### src/rtl/attr_window.sv
module attr_window #(
  parameter int NPORT = 15,
  parameter int NATTR = 8,
  parameter int RW_A  = 6,
  parameter int RW_B  = 7
) (
  input  logic       clk,
  input  logic       rst_n,
  input  logic       sel_wr,
  input  logic [7:0] sel_din,
  input  logic       dat_rd,
  input  logic       dat_wr,
  input  logic [7:0] dat_din,
  output logic [7:0] dat_dout
);
  localparam logic [3:0] NP   = 4'(NPORT);
  localparam logic [3:0] NA   = 4'(NATTR);
  localparam logic [3:0] RWA  = 4'(RW_A);
  localparam logic [3:0] RWB  = 4'(RW_B);
  localparam logic [2:0] LAST_RO = 3'd3;
  localparam logic [2:0] LAST_RW = 3'd5;

  function automatic logic [47:0] init_val(input int p, input int a);
    logic [47:0] v;
    for (int k = 0; k < 6; k++) v[8*k +: 8] = 8'(p*32 + a*4 + k);
    return v;
  endfunction

  logic [3:0]  port_q, attr_q;
  logic [2:0]  idx;
  logic        wmode;
  logic [47:0] hold, wbuf;
  logic [7:0]  dout_q;
  logic [47:0] rw_mem [NPORT][2];

  logic        valid, is_rw, rw_sel;
  logic [3:0]  pidx;
  logic [2:0]  last, rd_idx, wr_idx;
  logic [47:0] live, rd_src;

  assign valid  = (port_q < NP) && (attr_q < NA);
  assign is_rw  = (attr_q == RWA) || (attr_q == RWB);
  assign rw_sel = (attr_q == RWB);
  assign pidx   = valid ? port_q : 4'd0;
  assign last   = is_rw ? LAST_RW : LAST_RO;
  assign rd_idx = wmode ? 3'd0 : idx;
  assign wr_idx = wmode ? idx : 3'd0;

  always_comb begin
    if (!valid)     live = '0;
    else if (is_rw) live = rw_mem[pidx][rw_sel];
    else            live = {16'h0, init_val(int'(pidx), int'(attr_q)) >> 0}[47:0] & 48'h0000_FFFF_FFFF;
  end

  assign rd_src   = (rd_idx == 3'd0) ? live : hold;
  assign dat_dout = dout_q;

  always_ff @(posedge clk) begin
    if (!rst_n) begin
      port_q <= '0;
      attr_q <= '0;
      idx    <= '0;
      wmode  <= 1'b0;
      hold   <= '0;
      wbuf   <= '0;
      dout_q <= '0;
      for (int p = 0; p < NPORT; p++) begin
        rw_mem[p][0] <= init_val(p, RW_A);
        rw_mem[p][1] <= init_val(p, RW_B);
      end
    end else if (sel_wr) begin
      port_q <= sel_din[7:4];
      attr_q <= sel_din[3:0];
      idx    <= '0;
      wmode  <= 1'b0;
    end else if (dat_rd) begin
      dout_q <= rd_src[{rd_idx, 3'b000} +: 8];
      if (rd_idx == 3'd0) hold <= live;
      idx    <= (rd_idx == last) ? 3'd0 : rd_idx + 3'd1;
      wmode  <= 1'b0;
    end else if (dat_wr && valid && is_rw) begin
      wmode <= 1'b1;
      if (wr_idx == LAST_RW) begin
        rw_mem[pidx][rw_sel] <= {dat_din, wbuf[39:0]};
        idx <= '0;
      end else begin
        wbuf[{wr_idx, 3'b000} +: 8] <= dat_din;
        idx <= wr_idx + 3'd1;
      end
    end
  end
endmodule

### config.mk
export PLATFORM = sky130hd
export DESIGN_NAME = attr_window
export DESIGN_NICKNAME = d
export VERILOG_FILES = /design/src/rtl/attr_window.sv
export SDC_FILE = /design/constraint.sdc
export NUM_CORES = 2
export LEC_CHECK = 0
export BUFFER_PORTS_ARGS = -buffer_cell sky130_fd_sc_hd__clkbuf_2
export CORE_AREA = 2 2 386 388
export CTS_CLUSTER_DIAMETER = 150
export DETAILED_ROUTE_END_ITERATION = 16
export DIE_AREA = 0 0 388 390
export PLACE_DENSITY_LB_ADDON = 0.05
export SETUP_SLACK_MARGIN = 0.05
export SLEW_MARGIN = 20
export SYNTH_ARGS = -nofsm -noshare
export SYNTH_HDL_FRONTEND = slang
export SYNTH_SLANG_ARGS = --single-unit
### constraint.sdc
create_clock -name clk -period 7.1 [get_ports clk]
set_clock_uncertainty 0.15 [all_clocks]
set_input_delay 0.355 -clock clk [delete_from_list [all_inputs] [get_ports clk]]
set_output_delay 0.355 -clock clk [all_outputs]
set_load 0.01 [all_outputs]
==> key figures <==
Status
  • Status: finished, final reports clean

Synthesis
  • Post-synth top flop: edfxtp_1
  • Synthesized area per cell: roughly 12 um2
  • Post-Syn Area: 74400 um2
  • Mapped Cells: 5970
  • Yosys cell types: 104
  • FFs w/ async S/R, synth: 0%
  • Synth Register Bits: 1642
  • Number of synthesized flops with an enable pin: 1534
  • Ys Warns: 0
  • Seq/Total Area, Yosys: 64.8%

Floorplan
  • Die Span Y: approximately 390 um
  • Die ar.: 151000 um2
  • I/O pins: 29
  • # rows: approximately 140
  • Core Region: 147000 um2
  • Initial core utilization: 50.6%
  • Die width: 388 um

Placement
  • Placed Cells: roughly 7500
  • Placed wire-length estimate: 167000 um
  • GP Congestion: just over 0.9
  • I/O Buffers: 28

Routing
  • Remaining DRCs: 0
  • Drt total wl: 313000 um
  • Via density: 7.29
  • Final ANT Viol Nets: 0
  • Total iterations of the first detailed-routing run: 9
  • Wire length per cell: about 40 um
  • Via count: ~57000
  • Starting DRT DRC Count: 10400

Pwr
  • Sw power: roughly 5.4 mW
  • Worst ir drop on vdd: 0.246 mV
  • Pint: 16.3 mW
  • Pleak: 25.7 nW
  • Power per cell area: approximately 260 nW/um2
  • Clk network pwr share: 42.1%
  • Register share of total power: 50.1%
  • Sw Ratio: 25.0%
  • Gate power share: 7.8%

Timing
  • Setup TNS: 0 ps
  • Worst Tran Pin Value: 1250 ps
  • Final period util: 75.3%
  • Relative slew slack: about 17%
  • Setup repair after global routing missed its margin: false
  • Hold Violations, Final: 0
  • Max-slew violation count: 0
  • Max Freq: ~190 MHz
  • Endpoints failing setup: 0
  • Crit path time final: 5350 ps

Flow run
  • Max-cap violations: 0

Critical path
  • WS Path Type: reg -> reg
  • Arrival time worst endpoint: around 6000 ps
  • CP Max Fanout: 61
  • Critical Path RT: 7710 ps
  • Kind of end point of the critical path: flip-flop
  • Startpoint types: flip-flop

Global route
  • Total grt overflow: 0
  • First-pass GRT wire length: 432000 um
  • Number of global-route vias before repair: between 50000 and 60000
  • Initial antenna violation count: 23
  • Pin count of the biggest net entering global routing: 114
  • GRT Overall Usage: 40.7%

Clocking
  • Clock Sinks: about 1600
  • Worst skew pair latency: a little over 800 ps
  • Total CTS buffers: 177
  • Clock Pin Slew Worst Setup and Hold Paths: 60 ps
  • Clock Path Buffers: 3
  • Post-CTS setup buffer count: 0
  • CTS H-Tree Depth: 4
  • TritonCTS clock tree: yes
  • Root buf cell: clkbuf_16

Finish
  • Non-Filler Instances: between 7000 and 8000
  • Filler instances: ~12000
  • Share of cells above drive strength 1: 11.6%
  • Nets@finish: 5782
  • Area grow syn2layout: 10.9%

Worst hold path
  • Hold/Removal Path Class: in -> reg
cell usage in the layout, fill, tap and decap left out, types with 94 or more instances in the layout:
cell	count
edfxtp_1	1534
or3_1	719
and3_1	458
o22ai_1	366
nor2_1	245
and2_1	201
a21oi_1	194
clkbuf_16	182
buf_4	177
o22a_1	156
o21ai_0	155
nand2b_1	105
conb_1	94
cell usage after synthesis (21+ instances only):
cell type	number	share of area [%]
edfxtp_1	1534	62
or3_1	721	6.1
clkbuf_1	520	2.6
and3_1	459	3.9
o22ai_1	366	3.1
nor2_1	254	1.3
and2_1	204	1.7
a21oi_1	194	1.3
o21ai_0	181	1.2
o22a_1	156	1.8
buf_2	146	0.98
nand2b_1	111	0.93
dfxtp_1	108	2.9
nand2_1	100	0.50
nor3_1	71	0.48
o221ai_1	67	0.79
mux2i_1	56	0.75
a22oi_1	55	0.55
or3b_2	54	0.64
a211oi_1	46	0.46
o2111ai_1	42	0.49
o31ai_1	40	0.40
nand3_1	28	0.19
buf_4	26	0.26
buf_1	24	0.12
inv_1	24	0.12
a31oi_1	22	0.18
o211ai_1	21	0.21
sequential cells by signal, indices dropped and copies added (netlist names):
signal,flops
dat_dout,8
hold,48
rw_mem,1534
idx,3
port_q,4
wbuf,40
attr_q,4
wmode,1
power by group through the flow:
stage	logic [mW]	registers (mW)	clock network, mW
floorplan	0.800	11.1	0
global placement	1.59	11.0	0
detailed placement	1.59	11.1	0
CTS	1.60	10.9	9.12
global route	1.67	10.9	9.48
finish	1.68	10.9	9.13
logic make-up after synthesis:
kind of cell	share of synthesized area (%)
AO/OA/AOI/OAI	12.8
multiplexers	0.935
buffers and inverters	4.44
adder cells (fa/ha/maj)	0.135
flip-flops	64.8
other	0.00504
XOR/XNOR	0.0353
AND/OR/NAND/NOR	16.9
routing by layer:
metal / vias up / global-route usage, % / routed length (um) / part of all wire [%]
met5: - / 0 / 78 / 0.025
met4: 12 / 20.7 / 18400 / 5.9
met3: 952 / 10.6 / 44000 / 14
met2: 4843 / 60.0 / 136000 / 43
met1: 28800 / 55.7 / 115000 / 37
li1: 22600 / - / - / -
per-stage QoR:
stage | util, % | worst slack, ps | hold slack, ps | area (um2) | total power [mW]
2_1_floorplan | - | 1170 | 282 | 74800 | 11.9
3_3_place_gp | 52.1 | 1500 | 292 | 76700 | 12.6
3_5_place_dp | 52.2 | 2050 | 297 | 76800 | 12.6
4_1_cts | 56.1 | 2040 | 66.6 | 82500 | 21.6
5_1_grt | 56.1 | 1730 | 121 | 82500 | 22.0
6_report | 56.1 | 1750 | 131 | 82500 | 21.7
critical path: stages, from the launching register on:
cell and delay (ps):
dfxtp_4 610, buf_4 560, o21bai_2 250, nor2_4 510, buf_12 350, buf_4 600
o221ai_1 200, a22o_1 280, nor4b_1 620, a211oi_1 250, o221ai_1 460, a32o_1 190
repair_timing:
item | in CTS | in global routing
endpoints found under the hold margin | 20 | 0
gates resized for setup | 0 | 0
hold buffers | 13 | 0
worst paths after layout:
path	startpoint	end	slack (ps)	cells after the start
hold / removal	dat_wr	idx[2]$_SDFFE_PP0P_	130	5
setup reg to reg	port_q[1]$_SDFFE_PN0P_	dat_dout[3]$_SDFFE_PN0P_	1750	11
setup / recovery	port_q[1]$_SDFFE_PN0P_	dat_dout[3]$_SDFFE_PN0P_	1750	11
hold reg to reg	hold[23]$_SDFFE_PN0P_	hold[23]$_SDFFE_PN0P_	300	2
area by class of cell:
| class | instances | area (um2) | share of cell area (%) |
|---|---|---|---|
| Clock buffer | 249 | 4950 | 5.99 |
| Sequential cell | 1642 | 48300 | 58.5 |
| Multi-Input combinational cell | 3656 | 23900 | 28.9 |
| Antenna cell | 9 | 22.5 | 0.0273 |
| Timing Repair Buffer | 250 | 2260 | 2.74 |
| Tap cell | 1930 | 2410 | 2.93 |
| Clock inverter | 81 | 659 | 0.799 |
| Inverter | 26 | 101 | 0.123 |
Power figures use the tool's default switching activity.
